==> src/rtl/pcirq_pkg.sv <==
package pcirq_pkg;
  localparam int SLOT_W    = 5;
  localparam int PIN_W     = 2;
  localparam int LINE_BASE = 32;
  localparam int ABS_W     = 8;

  // Board swizzle: slot + pin -> absolute line number (base-relative for wired slots)
  function automatic logic [ABS_W-1:0] route_line(input logic [SLOT_W-1:0] slot,
                                                  input logic [PIN_W-1:0]  pin);
    logic [ABS_W-1:0] s, p, base;
    s    = ABS_W'(slot);
    p    = ABS_W'(pin);
    base = ABS_W'(LINE_BASE);
    if (slot == SLOT_W'(5))
      route_line = base + (p & ABS_W'(3));
    else if (slot == SLOT_W'(6))
      route_line = base + ABS_W'(4);
    else if (slot == SLOT_W'(7))
      route_line = base + ABS_W'(5);
    else if (slot >= SLOT_W'(8) && slot <= SLOT_W'(12))
      route_line = base + (s - ABS_W'(8)) + p + ABS_W'(6);
    else
      route_line = p;
  endfunction
endpackage

==> src/rtl/pcirq_swizzle.sv <==
module pcirq_swizzle
  import pcirq_pkg::*;
(
  input  logic [SLOT_W-1:0] slot,
  input  logic [PIN_W-1:0]  pin,
  output logic [ABS_W-1:0]  abs_line
);
  always_comb abs_line = route_line(slot, pin);
endmodule

==> src/rtl/pcirq_line_select.sv <==
module pcirq_line_select
  import pcirq_pkg::*;
#(
  parameter int NUM_LINES = 32,
  localparam int IDX_W    = $clog2(NUM_LINES)
) (
  input  logic [ABS_W-1:0]     abs_line,
  input  logic [NUM_LINES-1:0] edge_cfg,
  input  logic [NUM_LINES-1:0] pol_cfg,
  output logic                 hit,
  output logic                 is_edge,
  output logic                 pol_bit
);
  logic [ABS_W-1:0] rel;
  logic [IDX_W-1:0] idx;

  always_comb begin
    rel     = abs_line - ABS_W'(LINE_BASE);
    idx     = rel[IDX_W-1:0];
    hit     = (abs_line >= ABS_W'(LINE_BASE)) &&
              (abs_line <  ABS_W'(LINE_BASE + NUM_LINES));
    is_edge = hit & edge_cfg[idx];
    pol_bit = hit & pol_cfg[idx];
  end
endmodule

==> src/rtl/pcirq_out_stage.sv <==
module pcirq_out_stage (
  input  logic clk,
  input  logic rst_n,
  input  logic evt_valid,
  input  logic hit,
  input  logic is_edge,
  input  logic pol_bit,
  output logic irq
);
  logic irq_q, pulse_q, take;

  assign take = evt_valid & hit;
  assign irq  = irq_q;

  always_ff @(posedge clk) begin
    if (!rst_n) begin
      irq_q   <= 1'b0;
      pulse_q <= 1'b0;
    end else if (take) begin
      irq_q   <= is_edge ? 1'b1 : pol_bit;
      pulse_q <= is_edge;
    end else if (pulse_q) begin
      irq_q   <= 1'b0;
      pulse_q <= 1'b0;
    end
  end


  edge_rise_chk: assert property (@(posedge clk) disable iff (!rst_n)
    (take && is_edge) |=> irq);

  pulse_end_chk: assert property (@(posedge clk) disable iff (!rst_n)
    (pulse_q && !take) |=> !irq);

  level_follow_chk: assert property (@(posedge clk) disable iff (!rst_n)
    (take && !is_edge) |=> (irq == $past(pol_bit)));

  no_effect_chk: assert property (@(posedge clk) disable iff (!rst_n)
    (evt_valid && !hit && !pulse_q) |=> $stable(irq));

  idle_hold_chk: assert property (@(posedge clk) disable iff (!rst_n)
    (!evt_valid && !pulse_q) |=> $stable(irq));
endmodule

==> src/rtl/pcirq_router.sv <==
module pcirq_router
  import pcirq_pkg::*;
#(
  parameter int NUM_LINES = 32
) (
  input  logic                 clk,
  input  logic                 rst_n,
  input  logic                 evt_valid,
  input  logic [SLOT_W-1:0]    evt_slot,
  input  logic [PIN_W-1:0]     evt_pin,
  input  logic [NUM_LINES-1:0] edge_cfg,
  input  logic [NUM_LINES-1:0] pol_cfg,
  output logic                 cpu_irq
);
  logic [ABS_W-1:0] abs_line;
  logic             hit, is_edge, pol_bit;

  pcirq_swizzle u_swz (
    .slot     (evt_slot),
    .pin      (evt_pin),
    .abs_line (abs_line)
  );

  pcirq_line_select #(.NUM_LINES(NUM_LINES)) u_sel (
    .abs_line (abs_line),
    .edge_cfg (edge_cfg),
    .pol_cfg  (pol_cfg),
    .hit      (hit),
    .is_edge  (is_edge),
    .pol_bit  (pol_bit)
  );

  pcirq_out_stage u_out (
    .clk       (clk),
    .rst_n     (rst_n),
    .evt_valid (evt_valid),
    .hit       (hit),
    .is_edge   (is_edge),
    .pol_bit   (pol_bit),
    .irq       (cpu_irq)
  );


  reset_low_chk: assert property (@(posedge clk)
    !rst_n |=> !cpu_irq);

  slot6_line_chk: assert property (@(posedge clk) disable iff (!rst_n)
    (evt_slot == SLOT_W'(6)) |-> (abs_line == ABS_W'(LINE_BASE + 4)));

  slot7_line_chk: assert property (@(posedge clk) disable iff (!rst_n)
    (evt_slot == SLOT_W'(7)) |-> (abs_line == ABS_W'(LINE_BASE + 5)));

  unwired_miss_chk: assert property (@(posedge clk) disable iff (!rst_n)
    (evt_slot < SLOT_W'(5)) |-> !hit);
endmodule

==> config.mk <==
export PLATFORM = sky130hd
export DESIGN_NAME = pcirq_router
export DESIGN_NICKNAME = d
export VERILOG_FILES = /design/src/rtl/pcirq_pkg.sv /design/src/rtl/pcirq_swizzle.sv /design/src/rtl/pcirq_line_select.sv /design/src/rtl/pcirq_out_stage.sv /design/src/rtl/pcirq_router.sv
export SDC_FILE = /design/constraint.sdc
export NUM_CORES = 1
export LEC_CHECK = 0
export BUFFER_PORTS_ARGS = -buffer_cell sky130_fd_sc_hd__buf_2
export CAP_MARGIN = 40
export CELL_PAD_IN_SITES_DETAIL_PLACEMENT = 1
export CELL_PAD_IN_SITES_GLOBAL_PLACEMENT = 2
export CORE_MARGIN = 8
export CORE_UTILIZATION = 24
export CTS_CLUSTER_SIZE = 10
export DETAILED_ROUTE_END_ITERATION = 12
export GPL_TIMING_DRIVEN = 1
export PLACE_DENSITY_LB_ADDON = 0.3
export SLEW_MARGIN = 20
export SYNTH_ARGS = -nofsm -noshare
export SYNTH_HDL_FRONTEND = slang
export SYNTH_HIERARCHICAL = 1
export SYNTH_SLANG_ARGS = --single-unit
==> constraint.sdc <==
create_clock -name clk -period 8.07 [get_ports clk]
set_clock_uncertainty 0.15 [all_clocks]
set_input_delay 1.2105 -clock clk [delete_from_list [all_inputs] [get_ports clk]]
set_output_delay 1.2105 -clock clk [all_outputs]
set_load 0.005 [all_outputs]
==> results of run 1 <==
==> flip-flops by register name, summed over array words and instances, names as in the netlist <==
| register | cells |
|---|---|
| u_out/irq | 1 |
| u_out/pulse_q | 1 |
==> per-stage QoR <==
step	area, um^2	hold WS [ns]	cells	worst slack [ns]
6_report	1510	0.338	232	3.63
4_1_cts	1510	0.346	232	3.59
3_5_place_dp	1470	0.343	229	3.39
5_1_grt	1510	0.378	232	3.35
2_1_floorplan	1050	0.333	106	3.95
3_3_place_gp	1450	0.327	227	3.20
==> final timing paths <==
check,start,to,depth (start not counted)
worst max-delay path,evt_slot[3],u_out/irq,13
worst min-delay path,u_out/irq,u_out/irq,2
worst max register to register,u_out/pulse_q,u_out/irq,2
worst min register to register,u_out/irq,u_out/irq,2
==> cells in the final DEF, fill, tap and decap left out, types with 3 or more instances in the layout <==
master,instances
a21oi_1,4
nor2_1,7
buf_2,74
mux2_2,4
mux2i_1,7
mux4_1,6
ha_1,10
inv_1,10
clkbuf_8,3
o21ai_0,5
nand2_1,10
mux4_2,8
==> power breakdown <==
group / switching, mW / internal [mW] / total (mW)
registers: 0.000102 / 0.0103 / 0.0104
clock network: 0.00773 / 0.0315 / 0.0393
logic: 0.0408 / 0.0524 / 0.0932
total: 0.0486 / 0.0942 / 0.143
==> worst max-delay path, stage by stage <==
cell and delay (ns):
buf_2 0.12, ha_1 0.15, or3b_1 0.35, a311o_1 0.46, a21oi_1 0.22, mux2i_2 0.22, buf_4 0.29, mux4_2 0.54
mux2i_1 0.17, a31oi_1 0.10, and3_1 0.21, and4bb_1 0.27, a211oi_2 0.05
==> cells by family after synthesis <==
kind of cell | count (synthesis) | synth area share, %
muxes | 27 | 44.9
and+or+nand+nor | 27 | 14.0
DFF | 2 | 3.81
AOI/OAI and AO/OA | 19 | 11.9
xor gates and xnor gates | 3 | 2.50
buffers and inverters | 16 | 8.68
other | 1 | 0.356
adders and majority gates | 11 | 13.8
==> metal layers <==
metal	vias up	wire length [um]	global-route usage (%)
met5	-	0	0
met4	0	38	2.81
met3	4	232	2.71
met2	41	2080	20.3
met1	549	1590	13.2
li1	555	-	-
==> cell type report <==
type / instances / area [um^2] / share of cell area [%]
Multi-Input combinational cell: 88 / 928 / 61.5
Clock buffer: 3 / 41.3 / 2.74
Timing Repair Buffer: 77 / 397 / 26.3
Sequential cell: 2 / 40.0 / 2.65
Tap cell: 52 / 65.1 / 4.31
Inverter: 10 / 37.5 / 2.49
==> metrics.md, run 1 <==
| Metric | Value |
|---|---|
| Outcome | complete, no violations |
| Yosys top cell by area | mux4_2 |
| Post-synth EDFFs | 0 |
| Max Transition Viols Final | 0 |
| Netlist Area Pre-Place | 0.00105 mm^2 |
| Placer Congestion | 0.736 |
| Hold Path Class | flop to flop |
| Synth area leaders | mux4_2 17%, mux4_1 15%, ha_1 12%, mux2i_1 8.6%, mux2_2 4.3% |
| Syn_area_per_cell | 9.93 um^2 |
| H-Tree Depth | 1 |
| Top cells by count, synth | 10 x ha_1, 10 x inv_1, 10 x nand2_1 |
| Clk_lat worst skew | 0.21 ns |
| Pleak | 0.770 nW |
| Synth unique cells | 34 |
| Primary FF master, synth | dfxtp_1 |
| Largest net degree at the start of global routing | 19 |
| VDD IR max | 0.0000313 V |
| Fin crit period | 4.44 ns |
| Pwr per Cell Area | 94.6 mW/mm^2 |
| Die width | 82.2 um |
| CTS tree | built |
| DP Wirelength | 3.57 mm |
| Register area share after synthesis | 3.80% |
| Net count after synthesis | 191 |
| Starting Density | 24.5% |
| Final worst-path cycle share | 55.1% |
| Critical setup path kind | input pin to flop |
| Chip Height | 82.2 um |
| Placeable core area | 0.00429 mm^2 |
| Grt total ovfl | 0 |
| PortBufs | 74 |
| Fill count | 540 |
| GR Util All Layers | 11.3% |
| DRC | 0 |
| Synth Warn # | 6 |
| Post-synth ARST share | 0% |
| Final WL | 3.94 mm |
| Flops & latches, synth | 2 |
| CTS Sinks | 2 |
| CTS Root Cell | clkbuf_8 |
| Gate count of the mapped netlist | 106 |
| CTS resizes | 0 |
| Final ANT Viol Nets | 0 |
| Setup violators final | 0 |
| # diodes | 0 |
| Num CTS Buffers | 3 |
| Hold_buf cts | 0 |
| Worst-path clk slew | 0.03 ns |
| Global-route wire length before repair | 6.16 mm |
| Clock Path Buffers | 2 |
| Arrival @ worst endpoint | 4.39 ns |
| Fmax | 225 MHz |
| Fraction of layout cells with a size suffix above 1 | 53.9% |
| Final core utilization | 35.1% |
| Synth-to-Final Area Change | 43.4% |
| Nets | 267 |
| Req. time, crit path | 8.01 ns |
| Die Area | 0.00676 mm^2 |
| DR WL/cell | 17.0 um |
| Startpoint types | input pin |
| Total of max-cap violations | 0 |
| Drt pass-1 iters | 4 |
| Crit end category | flop |
| RSZ-0062 raised after global routing | false |
| Vias/cell | 4.95 |
| Initial DRC count | 48 |
| Fin. Hold Viols | 0 |
| Setup total negative slack | 0 ns |
| Worst slew pin tran | 0.494 ns |
| IO Count | 75 |
| Total Power Consumption | 0.143 mW |
| Initial antenna violation count | 0 |
| FF-to-FF setup slack | 7.21 ns |
| Vias | 1149 |
| Vias in the first global route | 1325 |
| Relative slew slack | 66.4% |
| Post-CTS Setup Repair Bufs | 0 |
| Crit path max fanout | 18 |
| Rows | 24 |
| Synth top area share | 17.1% |
No activity file was read; power rests on OpenSTA's default activity.
==> run 2, diff against run 1 <==
--- a/config.mk
+++ b/config.mk
@@ -10,7 +10,7 @@
 export CELL_PAD_IN_SITES_DETAIL_PLACEMENT = 1
 export CELL_PAD_IN_SITES_GLOBAL_PLACEMENT = 2
 export CORE_MARGIN = 8
-export CORE_UTILIZATION = 24
+export CORE_UTILIZATION = 22
 export CTS_CLUSTER_SIZE = 10
 export DETAILED_ROUTE_END_ITERATION = 12
 export GPL_TIMING_DRIVEN = 1
==> constraint.sdc (replaced) <==
create_clock -name clk -period 4.31 [get_ports clk]
set_clock_uncertainty 0.15 [all_clocks]
set_input_delay 0.6465 -clock clk [delete_from_list [all_inputs] [get_ports clk]]
set_output_delay 0.6465 -clock clk [all_outputs]
set_load 0.005 [all_outputs]
==> metrics.md, run 2 (same netlist as run 1, synthesis figures left out) <==
| Metric | Value |
|---|---|
| Crit path max fanout | 18 (unchanged) |
| Fin area | 0.00151 mm^2 (about the same) |
| Clk_lat worst skew | 0.21 ns (about the same) |
| Placed cell count | 231 (+0.87%) |
| PortBufs | 74 (unchanged) |
| Fin cells | 234 (+0.86%) |
| Delay-heaviest family, CP | multiplexers |
| Multi-input gate area | 928 um^2 (unchanged) |
| Vias in the first global route | 1412 (+6.6%) |
| IO Count | 75 (unchanged) |
| DRC | 0 (unchanged) |
| CTS Sinks | 2 (unchanged) |
| CTS tree | built |
| Fmax | 264 MHz |
| DP Wirelength | 3.65 mm (+2.3%) |
| Register area | 40.0 um^2 (unchanged) |
| CTS Root Cell | clkbuf_8 |
| CTS resizes | 0 (unchanged) |
| Arrival @ worst endpoint | 3.73 ns (-0.66 ns) |
| Drt pass-1 iters | 3 (-1) |
| Fin crit period | 3.79 ns |
| Fill count | 575 (+6.5%) |
| Global-route wire length before repair | 6.31 mm (+2.4%) |
| GR Util All Layers | 10.8% (-0.51 points) |
| Fin. Hold Viols | 0 (unchanged) |
| Grt total ovfl | 0 (unchanged) |
| Hold_buf cts | 0 (unchanged) |
| Final hold slack | 0.339 ns (+0.00107 ns) |
| Nets | 267 (unchanged) |
| Crit end category | flop |
| Post-CTS Setup Repair Bufs | 0 (unchanged) |
| Max Transition Viols Final | 0 (unchanged) |
| CP max stage cell | mux4_2 |
| Buffers & Inverters on Critical Path | 2 (unchanged) |
| Setup violators final | 0 (unchanged) |
| Most common cell after layout, fill and taps aside | buf_2 |
| Final worst-path cycle share | 88.0% |
| Initial antenna violation count | 0 (unchanged) |
| Vias/cell | 4.84 (-2.3%) |
| VDD IR max | 0.0000735 V (+130%) |
| Vias | 1132 (-1.5%) |
| Total Power Consumption | 0.264 mW (+85%) |
| Placer Congestion | 0.751 (+2.0%) |
| Crit-path cells | buf_2 -> ha_1 -> or3b_1 -> a311o_1 -> a21oi_1 -> mux2i_2 -> buf_4 -> mux4_2 -> mux2i_1 -> a31oi_1 -> and3_1 -> and4bb_1 -> a211oi_2 |
| Total of max-cap violations | 0 (unchanged) |
| Num CTS Buffers | 3 (unchanged) |
| Most frequent cells in the layout | 74 x buf_2, 10 x nand2_1, 10 x inv_1, 10 x ha_1, 8 x mux4_2 |
| Die Area | 0.00725 mm^2 (+7.3%) |
| Clock Path Buffers | 2 (unchanged) |
| RSZ-0062 raised after global routing | false |
| Startpoint types | input pin |
| Starting Density | 22.6% (-1.9 points) |
| Rows | 25 (+4.2%) |
| Synth-to-Final Area Change | 43.3% (about the same) |
| Hold Path Class | flop to flop |
| Req. time, crit path | 4.25 ns (-3.76 ns) |
| Pwr per Cell Area | 175 mW/mm^2 (+85%) |
| Initial DRC count | 13 (-73%) |
| Setup total negative slack | 0 ns (unchanged) |
| # diodes | 0 (unchanged) |
| Dpl cell area | 0.00147 mm^2 (about the same) |
| Die width | 85.2 um (+3.6%) |
| Fraction of layout cells with a size suffix above 1 | 53.9% (unchanged) |
| Largest net degree at the start of global routing | 19 (unchanged) |
| Placeable core area | 0.00466 mm^2 (+8.5%) |
| Max stage delay on crit path | 0.53 ns (about the same) |
| H-Tree Depth | 1 (unchanged) |
| Pleak | 0.768 nW (-0.16%) |
| Critical setup path kind | input pin to flop |
| Chip Height | 85.2 um (+3.6%) |
| Final ANT Viol Nets | 0 (unchanged) |
| Worst-path clk slew | 0.03 ns (about the same) |
| Final WL | 4.10 mm (+4.0%) |
| Outcome | complete, no violations |
| DR WL/cell | 17.5 um (+3.1%) |
run 2: metal layers:
layer	GRT usage, %	share of wire [%]
met5	0	0
met1	11.3	39
met3	3.38	5.9
met2	20.9	55
met4	1.46	0.24
run 2: metrics by stage:
stage                     setup slack, ns  utilization [%]
after CTS                           0.501             32.3
after global placement              0.386             31.5
after floorplan                     0.753                -
final                               0.517             32.3
after global routing                0.306             32.3
after detailed placement            0.289             31.5
run 2: worst min-delay path: cells and delay by family, from the launching register on:
kind / cells / cell delay [ns]
DFF: 1 / 0.29
and+or+nand+nor: 1 / 0.08
AOI/OAI and AO/OA: 1 / 0.06
run 2: path summary, 6_finish.rpt:
check / from / endpoint / slack, ns / cells past startpoint
max: evt_slot[3] / u_out/irq / 0.52 / 13
min: u_out/irq / u_out/irq / 0.34 / 2
max reg2reg: u_out/pulse_q / u_out/irq / 3.46 / 2
min reg2reg: u_out/irq / u_out/irq / 0.34 / 2
run 2: layout make-up:
class	instances	share of cell area, %
clock buffers	3	2.74
inverters	10	2.49
multi-input cells	88	61.6
flip-flops and latches	2	2.66
well taps	54	4.48
repair buffers	77	26.1
run 2: power breakdown:
group | total, mW | leakage (nW) | internal [mW] | switching (mW)
clock | 0.0722 | 0.0216 | 0.0589 | 0.0133
combinational | 0.173 | 0.731 | 0.0969 | 0.0759
sequential | 0.0194 | 0.0162 | 0.0192 | 0.000218
total | 0.264 | 0.768 | 0.175 | 0.0894
